<file path="src/rtl/sd_stop_pkg.sv">
package sd_stop_pkg;

  localparam int unsigned CTRL_STOP_POS = 0;
  localparam int unsigned CTRL_BCEN_POS = 8;

  typedef enum logic [2:0] {
    ST_IDLE,
    ST_XFER,
    ST_PEND,
    ST_WAIT,
    ST_DONE
  } stop_state_e;

endpackage

</file>
<file path="src/rtl/sd_stop_ctrl_reg.sv">
module sd_stop_ctrl_reg
  import sd_stop_pkg::*;
#(
  parameter int unsigned CTRL_W = 16
) (
  input  logic              clk,
  input  logic              rst_n,
  input  logic              wr_en,
  input  logic [CTRL_W-1:0] wr_data,
  output logic              stop_q,
  output logic              bcen_q,
  output logic [CTRL_W-1:0] rd_data
);

  function automatic logic [CTRL_W-1:0] ctrl_image(input logic s, input logic b);
    logic [CTRL_W-1:0] img;
    img = '0;
    img[CTRL_STOP_POS] = s;
    img[CTRL_BCEN_POS] = b;
    return img;
  endfunction

  always_ff @(posedge clk or negedge rst_n) begin
    if (!rst_n) begin
      stop_q <= 1'b0;
      bcen_q <= 1'b0;
    end else if (wr_en) begin
      stop_q <= wr_data[CTRL_STOP_POS];
      bcen_q <= wr_data[CTRL_BCEN_POS];
    end
  end

  assign rd_data = ctrl_image(stop_q, bcen_q);

  assert_wr_stop_R2: assert property (@(posedge clk) disable iff (!rst_n)
    wr_en |=> (rd_data[CTRL_STOP_POS] == $past(wr_data[CTRL_STOP_POS])));

  assert_wr_bcen_R2: assert property (@(posedge clk) disable iff (!rst_n)
    wr_en |=> (rd_data[CTRL_BCEN_POS] == $past(wr_data[CTRL_BCEN_POS])));

  assert_hold_R2: assert property (@(posedge clk) disable iff (!rst_n)
    !wr_en |=> $stable(rd_data));

endmodule

</file>
<file path="src/rtl/sd_stop_blk_counter.sv">
module sd_stop_blk_counter #(
  parameter int unsigned CNT_W = 16
) (
  input  logic             clk,
  input  logic             rst_n,
  input  logic             load_en,
  input  logic [CNT_W-1:0] load_val,
  input  logic             count_en,
  input  logic             active,
  input  logic             blk_done,
  output logic [CNT_W-1:0] cnt_q,
  output logic             hit_zero
);

  localparam logic [CNT_W-1:0] ONE = CNT_W'(1);

  function automatic logic [CNT_W-1:0] dec_value(input logic [CNT_W-1:0] c);
    return c - ONE;
  endfunction

  logic dec_evt;

  assign dec_evt  = count_en && active && blk_done && (cnt_q != '0);
  assign hit_zero = dec_evt && (cnt_q == ONE);

  always_ff @(posedge clk or negedge rst_n) begin
    if (!rst_n)        cnt_q <= '0;
    else if (load_en)  cnt_q <= load_val;
    else if (dec_evt)  cnt_q <= dec_value(cnt_q);
  end

  assert_dec_step_R5: assert property (@(posedge clk) disable iff (!rst_n)
    (dec_evt && !load_en) |=> (cnt_q == $past(cnt_q) - ONE));

  assert_hold_disabled_R6: assert property (@(posedge clk) disable iff (!rst_n)
    (!count_en && !load_en) |=> $stable(cnt_q));

  assert_zero_only_from_one_R5: assert property (@(posedge clk) disable iff (!rst_n)
    hit_zero |=> (cnt_q == '0 || $past(load_en)));

endmodule

</file>
<file path="src/rtl/sd_stop_fsm.sv">
module sd_stop_fsm
  import sd_stop_pkg::*;
(
  input  logic clk,
  input  logic rst_n,
  input  logic stop_q,
  input  logic hit_zero,
  input  logic xfer_start,
  input  logic seq_done,
  input  logic rsp_recv,
  input  logic card_busy,
  input  logic flag_clr,
  output logic active,
  output logic cmd_req,
  output logic flag_q
);

  stop_state_e state_q, state_d;
  logic        issue;
  logic        rsp_evt;
  logic        issued_q;

  assign issue   = (state_q == ST_PEND) && !seq_done && !card_busy;
  assign rsp_evt = (state_q == ST_WAIT) && rsp_recv;
  assign active  = (state_q == ST_XFER);

  always_comb begin
    state_d = state_q;
    unique case (state_q)
      ST_IDLE: if (xfer_start) state_d = ST_XFER;
      ST_XFER: begin
        if (seq_done)                state_d = ST_IDLE;
        else if (stop_q || hit_zero) state_d = ST_PEND;
      end
      ST_PEND: begin
        if (seq_done)   state_d = ST_IDLE;
        else if (issue) state_d = ST_WAIT;
      end
      ST_WAIT: if (rsp_evt) state_d = ST_DONE;
      ST_DONE: begin
        if (xfer_start)    state_d = ST_XFER;
        else if (flag_clr) state_d = ST_IDLE;
      end
      default: state_d = ST_IDLE;
    endcase
  end

  always_ff @(posedge clk or negedge rst_n) begin
    if (!rst_n) begin
      state_q <= ST_IDLE;
      cmd_req <= 1'b0;
      flag_q  <= 1'b0;
    end else begin
      state_q <= state_d;
      cmd_req <= issue;
      if (rsp_evt)       flag_q <= 1'b1;
      else if (flag_clr) flag_q <= 1'b0;
    end
  end

  // verification tracker: a request has gone out since the last start or clear
  always_ff @(posedge clk or negedge rst_n) begin
    if (!rst_n)                      issued_q <= 1'b0;
    else if (xfer_start || flag_clr) issued_q <= 1'b0;
    else if (cmd_req)                issued_q <= 1'b1;
  end

  assert_req_pulse_R9: assert property (@(posedge clk) disable iff (!rst_n)
    cmd_req |=> !cmd_req);

  assert_one_per_xfer_R9: assert property (@(posedge clk) disable iff (!rst_n)
    cmd_req |-> !issued_q);

  assert_busy_holds_R8: assert property (@(posedge clk) disable iff (!rst_n)
    (state_q == ST_PEND && card_busy) |=> !cmd_req);

  assert_idle_silent_R7: assert property (@(posedge clk) disable iff (!rst_n)
    (state_q == ST_IDLE) |=> !cmd_req);

  assert_flag_source_R10: assert property (@(posedge clk) disable iff (!rst_n)
    $rose(flag_q) |-> $past(rsp_recv));

  assert_flag_sticky_R10: assert property (@(posedge clk) disable iff (!rst_n)
    (flag_q && !flag_clr) |=> flag_q);

endmodule

</file>
<file path="src/rtl/sd_stop_sequencer.sv">
module sd_stop_sequencer #(
  parameter int unsigned CNT_W  = 16,
  parameter int unsigned CTRL_W = 16,
  parameter int unsigned ARG_W  = 32
) (
  input  logic              clk,
  input  logic              rst_n,
  input  logic              ctrl_wr_en,
  input  logic [CTRL_W-1:0] ctrl_wr_data,
  output logic [CTRL_W-1:0] ctrl_rd_data,
  input  logic              cnt_wr_en,
  input  logic [CNT_W-1:0]  cnt_wr_data,
  output logic [CNT_W-1:0]  cnt_rd_data,
  input  logic              flag_clr,
  input  logic              xfer_start,
  input  logic              rsp_recv,
  input  logic              blk_done,
  input  logic              seq_done,
  input  logic              card_busy,
  output logic              stop_cmd_req,
  output logic [ARG_W-1:0]  stop_cmd_arg,
  output logic              auto_stop_flag
);

  logic stop_bit;
  logic bcen_bit;
  logic xfer_active;
  logic cnt_hit_zero;

  sd_stop_ctrl_reg #(.CTRL_W(CTRL_W)) u_ctrl (
    .clk     (clk),
    .rst_n   (rst_n),
    .wr_en   (ctrl_wr_en),
    .wr_data (ctrl_wr_data),
    .stop_q  (stop_bit),
    .bcen_q  (bcen_bit),
    .rd_data (ctrl_rd_data)
  );

  sd_stop_blk_counter #(.CNT_W(CNT_W)) u_cnt (
    .clk      (clk),
    .rst_n    (rst_n),
    .load_en  (cnt_wr_en),
    .load_val (cnt_wr_data),
    .count_en (bcen_bit),
    .active   (xfer_active),
    .blk_done (blk_done),
    .cnt_q    (cnt_rd_data),
    .hit_zero (cnt_hit_zero)
  );

  sd_stop_fsm u_fsm (
    .clk        (clk),
    .rst_n      (rst_n),
    .stop_q     (stop_bit),
    .hit_zero   (cnt_hit_zero),
    .xfer_start (xfer_start),
    .seq_done   (seq_done),
    .rsp_recv   (rsp_recv),
    .card_busy  (card_busy),
    .flag_clr   (flag_clr),
    .active     (xfer_active),
    .cmd_req    (stop_cmd_req),
    .flag_q     (auto_stop_flag)
  );

  // the stop command always carries a zero argument
  assign stop_cmd_arg = '0;

endmodule

</file>
<file path="config.mk">
export PLATFORM = sky130hd
export DESIGN_NAME = sd_stop_sequencer
export DESIGN_NICKNAME = d
export VERILOG_FILES = /design/src/rtl/sd_stop_pkg.sv /design/src/rtl/sd_stop_ctrl_reg.sv /design/src/rtl/sd_stop_blk_counter.sv /design/src/rtl/sd_stop_fsm.sv /design/src/rtl/sd_stop_sequencer.sv
export SDC_FILE = /design/constraint.sdc
export NUM_CORES = 1
export LEC_CHECK = 0
export ABC_AREA = 1
export BUFFER_PORTS_ARGS = -buffer_cell sky130_fd_sc_hd__buf_2
export CAP_MARGIN = 10
export CORE_ASPECT_RATIO = 0.9
export CORE_MARGIN = 10
export CORE_UTILIZATION = 44
export DETAILED_ROUTE_END_ITERATION = 6
export PLACE_DENSITY = 0.81
export SLEW_MARGIN = 20
export SYNTH_ARGS = -nofsm -noshare
export SYNTH_HDL_FRONTEND = slang
export SYNTH_SLANG_ARGS = --single-unit
</file>
<file path="constraint.sdc">
create_clock -name clk -period 1.69 [get_ports clk]
set_input_delay 0.0845 -clock clk [delete_from_list [all_inputs] [get_ports clk]]
set_output_delay 0.0845 -clock clk [all_outputs]
set_load 0.1 [all_outputs]
</file>
==> results.sh, run 1 <==
export IMPL_insertion_delay_ps=270
export IMPL_max_stage_delay_ps=510
export IMPL_ys_flop_type="dfrtp_1"
export IMPL_clockBufferDepth=2
export IMPL_cp_max_fo=5
export IMPL_worstSetupPathType="reg -> reg"
export IMPL_seq_area_frac_synth_pct=31.72
export IMPL_cp_end_kind="register"
export IMPL_num_rows=22
export IMPL_rsz0062_at_grt="yes"
export IMPL_design_die_area_sq_mm=0.007095
export IMPL_fin_util_pct=50.68
export IMPL_port_buffers=47
export IMPL_slowest_stage="dfrtp_4"
export IMPL_synth_compound_area_share_pct=5.310
export IMPL_r2r_cells=9
export IMPL_grt_antenna_before_repair=0
export IMPL_tritoncts="done"
export IMPL_max_slew_margin_rel_pct=64.17
export IMPL_final_nets=349
export IMPL_root_buffer="clkbuf_8"
export IMPL_initial_core_util_pct=45.14
export IMPL_hp_start="flag_clr"
export IMPL_clkSinkCount=23
export IMPL_mostFrequentLayoutCell="nand2_1"
export IMPL_crit_start="u_cnt.cnt_q[0]"
export IMPL_setup_violations=0
export IMPL_p_leak_nw=1.064
export IMPL_worstHoldPathCells=2
export IMPL_worst_clock_skew_ps=3.879
export IMPL_avgSynthCellArea_sq_um=7.143
export IMPL_grt_max_degree=24
export IMPL_path_cells="inv_4, ha_2, nand2_1, nor2_2, nand2_1, nor2_1, nand2_1, nand3_1, nand3_1"
export IMPL_vdd_drop_max_mv=0.6789
export IMPL_drt_total_wl_um=4612
export IMPL_coreArea_sq_mm=0.004019
export IMPL_yosysUniqueCellTypes=24
export IMPL_drc=0
export IMPL_final_cell_mix="nand2_1, buf_2, conb_1, nor2_1, nand3_1"
export IMPL_firstDrtPassIters=4
export IMPL_grtUsageTotal_pct=11.95
export IMPL_synth_simple_gate_area_share_pct=29.31
export IMPL_grt_overflow=0
export IMPL_regToRegSetupSlack_ps=110
export IMPL_worstReg2RegStart="u_cnt.cnt_q[0]"
export IMPL_status="complete, no violations"
export IMPL_post_cts_buffers=0
export IMPL_viasPerCell=4.476
export IMPL_globalplace_congestion=0.8220
export IMPL_r2r_end="u_cnt.cnt_q[14]"
export IMPL_cts_buffers=3
export IMPL_fp_dieW_um=87.69
export IMPL_grt_pass1_wl_um=7024
export IMPL_ant_nets=0
export IMPL_synthMuxAreaShare_pct=1.241
export IMPL_cp_arrival_ps=1750
export IMPL_cp_num_buf_inv=1
export IMPL_cap_violations=0
export IMPL_syn_to_final_growth_pct=12.28
export IMPL_first_global_vias=1546
export IMPL_cp_top_family="simple AND/OR/NAND/NOR gates"
export IMPL_synth_cells=254
export IMPL_htreeDepth=1
export IMPL_powerDensity_mw_per_mm2=1437
export IMPL_fmax_ghz=0.6310
export IMPL_holdPathEnd="u_fsm.flag_q"
export IMPL_min_period_over_period_pct=93.78
export IMPL_synth_edf_count=0
export IMPL_finalHoldViolCount=0
export IMPL_holdWs_ps=18.11
export IMPL_drv_slew=0
export IMPL_ys_seq_elements=23
export IMPL_drive_gt1_share_pct=27.72
export IMPL_post_drt_wl_per_cell_um=13.14
export IMPL_syn_area_sq_mm=0.001814
export IMPL_required_ps=1850
export IMPL_synth_xor_area_share_pct=4.828
export IMPL_hold_class="in -> reg"
export IMPL_first_iter_violations=35
export IMPL_min_period_ps=1585
export IMPL_crit_top_cell="nand2_1"
export IMPL_top_level_ports=108
export IMPL_startpoint_type="register"
export IMPL_ys_warn_count=0
export IMPL_worst_pin_slew_ps=537.4
export IMPL_synthAdderAreaFrac_pct=2.069
export IMPL_dp_hpwl_um=3737
export IMPL_synth_top_family_by_area="simple AND/OR/NAND/NOR gates"
export IMPL_num_vias=1571
export IMPL_clk_pin_slew_ps=90
export IMPL_async_flop_share_pct=100.0
export IMPL_diodes=0
export IMPL_die_h_um=80.92
stage by stage:
stage	cells	setup slack (ps)	area, sq um	power, mW	setup TNS, ps
after floorplan	299	1.755	2023	2.381	0
after global placement	345	34.93	1954	2.534	0
after detailed placement	345	-11.25	1954	2.561	-14.40
after CTS	351	82.40	2026	2.921	0
after global routing	351	-8.798	2037	3.091	-12.23
final	351	105.2	2037	2.927	0
cells in the mapped netlist (all sizes together), types with 2 or more instances:
library cell,n,area (sq um)
clkbuf,2,7.510
xor2,4,35.03
nand3,19,95.09
o211ai,4,30.03
inv,18,67.56
nand4,7,43.79
dfrtp,23,575.6
buf,50,379.1
xnor2,6,52.55
nand2,73,279.0
nor2,29,113.9
mux2,2,22.52
o21ai,8,40.04
ha,3,37.54
cell families after synthesis:
logic type | after synthesis
and+or+nand+nor | 128
buffers and inverters | 71
DFF | 23
AOI/OAI and AO/OA | 16
xor gates and xnor gates | 10
adders and majority gates | 3
muxes | 2
other | 1
registers in the layout, indices dropped and copies added, names as in the netlist:
signal / cells
u_fsm.cmd_req: 1
u_fsm.flag_q: 1
u_ctrl.bcen_q: 1
u_cnt.cnt_q: 16
u_fsm.state_q: 3
u_ctrl.stop_q: 1
layer usage:
metal	vias up	part of all wire, %	GRT usage, %	wire length, um
li1	804	-	-	-
met4	0	0.35	2.389	16
met1	713	44	15.24	2046
met5	-	0	0	0
met3	2	7.7	3.300	353
met2	52	48	19.77	2195
worst max-delay path by stage:
stage                                  to  cells past startpoint
final                     u_cnt.cnt_q[14]                      9
after floorplan           u_cnt.cnt_q[14]                      9
after global routing      u_cnt.cnt_q[14]                      9
after CTS                 u_cnt.cnt_q[12]                      9
after detailed placement   u_cnt.cnt_q[2]                      9
after global placement     u_cnt.cnt_q[9]                      9
report_power, final:
part,switching (mW),internal (mW)
Clock,0.195,0.165
Combinational,1.45,0.296
Sequential,0.147,0.678
area by class of cell:
| type | instances | area, sq um |
|---|---|---|
| flip-flops and latches | 23 | 603.1 |
| clock buffers | 3 | 41.29 |
| well taps | 48 | 60.06 |
| multi-input cells | 205 | 970.9 |
| repair buffers | 52 | 277.8 |
| fillers | 432 | 1982 |
| inverters | 19 | 78.83 |
| clock inverters | 1 | 5.005 |
what timing repair did:
item                                    in CTS  in global routing
hold buffers                                 2                  0
resized for setup                            1                  5
hold endpoints to repair                    24                  0
endpoints found under the setup margin       5                 10
cloned                                       0                  0
Power figures use the tool's default switching activity.
==> run 2: changes to the inputs <==
--- a/config.mk
+++ b/config.mk
@@ -10,9 +10,9 @@
 export CAP_MARGIN = 10
 export CORE_ASPECT_RATIO = 0.9
 export CORE_MARGIN = 10
-export CORE_UTILIZATION = 44
+export CORE_UTILIZATION = 25
 export DETAILED_ROUTE_END_ITERATION = 6
-export PLACE_DENSITY = 0.81
+export HOLD_SLACK_MARGIN = 0.05
 export SLEW_MARGIN = 20
 export SYNTH_ARGS = -nofsm -noshare
 export SYNTH_HDL_FRONTEND = slang
==> run 2 against run 1 <==
- sequential power decreased by 1%
- via count up 5.1%
- utilization shrank 18 points
- largest power group unchanged
- non-clock buffer count increased by 20
- wire length up 8.7%
- first-iteration DRC count grew 94%
==> results.sh, run 2 (synthesis gave the netlist of run 1 again) <==
export IMPL_cp_top_family="simple AND/OR/NAND/NOR gates"
export IMPL_dp_hpwl_um=4029
export IMPL_required_ps=1850
export IMPL_fp_dieW_um=109.8
export IMPL_clkSinkCount=23
export IMPL_multi_input_area_sq_um=963.4
export IMPL_diodes=0
export IMPL_worstReg2RegStart="u_cnt.cnt_q[0]"
export IMPL_grt_max_degree=24
export IMPL_viasPerCell=3.969
export IMPL_insertion_delay_ps=270
export IMPL_worstHoldPathCells=2
export IMPL_use_met1_pct=10.75
export IMPL_drt_total_wl_um=5015
export IMPL_max_slew_margin_rel_pct=63.43
export IMPL_drv_slew=0
export IMPL_rsz0062_at_grt="no"
export IMPL_top_register="u_cnt.cnt_q"
export IMPL_worstSetupPathType="reg -> reg"
export IMPL_drc=0
export IMPL_grtUsageTotal_pct=8.668
export IMPL_top_level_ports=108
export IMPL_pre_cts_ws_ps=113.1
export IMPL_drive_gt1_share_pct=26.63
export IMPL_cp_end_kind="register"
export IMPL_coreArea_sq_mm=0.007039
export IMPL_root_buffer="clkbuf_8"
export IMPL_slowest_stage="dfrtp_4"
export IMPL_grt_pass1_wl_um=7852
export IMPL_vdd_drop_max_mv=0.4144
export IMPL_fmax_ghz=0.6396
export IMPL_max_stage_delay_ps=510
export IMPL_num_vias=1651
export IMPL_final_setup_tns_ps=0
export IMPL_ant_nets=0
export IMPL_status="complete, no violations"
export IMPL_min_period_ps=1563
export IMPL_die_h_um=100.8
export IMPL_hp_start="ctrl_wr_en"
export IMPL_mostFrequentLayoutCell="nand2_1"
export IMPL_post_cts_buffers=0
export IMPL_firstDrtPassIters=4
export IMPL_r2r_cells=9
export IMPL_finalWorstSetupSlack_ps=126.5
export IMPL_grt_antenna_before_repair=0
export IMPL_grt_busiest_layer="met2"
export IMPL_num_rows=29
export IMPL_largest_reg_flops=16
export IMPL_first_iter_violations=68
export IMPL_globalplace_congestion=0.7418
export IMPL_startpoint_type="register"
export IMPL_regToRegSetupSlack_ps=130
export IMPL_nFillCells=775
export IMPL_ff_latch_area_sq_um=603.1
export IMPL_path_cells="inv_4, ha_2, nand2_1, nor2_4, nand2_1, nor2_1, nand2_1, nand3_1, nand3_1"
export IMPL_p_leak_nw=1.155
export IMPL_hold_class="in -> reg"
export IMPL_htreeDepth=1
export IMPL_first_global_vias=1642
export IMPL_r2r_end="u_cnt.cnt_q[14]"
export IMPL_final_cell_mix="nand2_1, buf_2, conb_1, nor2_1, nand3_1"
export IMPL_crit_top_cell="nand2_1"
export IMPL_cts_buffers=3
export IMPL_powerDensity_mw_per_mm2=1307
export IMPL_cap_violations=0
export IMPL_cp_num_buf_inv=1
export IMPL_setup_violations=0
export IMPL_clk_pin_slew_ps=90
export IMPL_cp_arrival_ps=1720
export IMPL_met3_usage_pct=3.645
export IMPL_worst_clock_skew_ps=1.984
export IMPL_cp_max_fo=5
export IMPL_use_met2_pct=14.08
export IMPL_initial_core_util_pct=25.77
export IMPL_port_buffers=47
export IMPL_worst_pin_slew_ps=548.6
export IMPL_syn_to_final_growth_pct=26.00
export IMPL_clockBufferDepth=2
export IMPL_finalHoldViolCount=0
export IMPL_final_nets=369
export IMPL_top_regs="u_cnt.cnt_q: 16 flops, u_fsm.state_q: 3 flops"
export IMPL_grt_overflow=0
export IMPL_holdPathEnd="u_ctrl.stop_q"
export IMPL_tritoncts="done"
export IMPL_design_die_area_sq_mm=0.01107
export IMPL_min_period_over_period_pct=92.51
export IMPL_post_drt_wl_per_cell_um=12.06
run 2: changes by cell type in the layout (fill, tap and decap cells not counted), sizes merged:
| cell | delta |
|---|---|
| dlygate4sd3 | +15 |
| buf | +5 |
run 2: layout make-up:
| class | count | share of cell area, % |
|---|---|---|
| tap | 93 | 5.090 |
| inverter | 19 | 3.448 |
| clock buffer | 3 | 1.806 |
| timing repair buffer | 72 | 20.91 |
| sequential | 23 | 26.38 |
| clock inverter | 1 | 0.2189 |
| multi-input combinational | 205 | 42.15 |
run 2: power by group:
group	total (mW)	internal (mW)	switching [mW]	leakage (nW)
registers	0.813	0.678	0.135	0.266
logic	1.81	0.343	1.47	0.863
clock network	0.364	0.165	0.199	0.0255
run 2: repair_timing:
| action | in CTS | in global routing |
|---|---|---|
| setup endpoints to repair | 0 | 6 |
| resized for setup | 0 | 3 |
| hold buffers | 17 | 0 |
| endpoints found under the hold margin | 39 | 0 |
run 2: worst max-delay path by stage:
| stage | startpoint | end | cells past startpoint |
|---|---|---|---|
| global placement | u_cnt.cnt_q[0] | u_cnt.cnt_q[14] | 9 |
| CTS | u_cnt.cnt_q[0] | u_cnt.cnt_q[14] | 9 |
| detailed placement | u_cnt.cnt_q[0] | u_cnt.cnt_q[14] | 9 |
| floorplan | u_cnt.cnt_q[0] | u_cnt.cnt_q[14] | 9 |
| finish | u_cnt.cnt_q[0] | u_cnt.cnt_q[14] | 9 |
| global route | u_cnt.cnt_q[5] | u_cnt.cnt_q[12] | 9 |
run 2: stage by stage:
step	cells	hold WS, ps	util [%]	instance area (sq um)	power (mW)
after floorplan	299	-211.1	-	2023	2.381
after global placement	395	117.0	29.27	2061	2.584
after detailed placement	395	117.4	29.27	2061	2.598
after CTS	416	62.76	32.35	2277	3.011
after global routing	416	73.96	32.47	2286	3.173
final	416	71.49	32.47	2286	2.988
run 2: routing by layer:
| layer | wire [um] | share of wire, % |
|---|---|---|
| met1 | 2150 | 43 |
| met5 | 0 | 0 |
| met3 | 484 | 9.7 |
| met4 | 17 | 0.34 |
| met2 | 2363 | 47 |
run 2: worst reg2reg max path: cells and delay by family, from the launching register on:
kind	cells	cell delay [ps]
fa+ha+maj	1	170
buf+inv	1	80
flops	1	510
simple gates	7	680
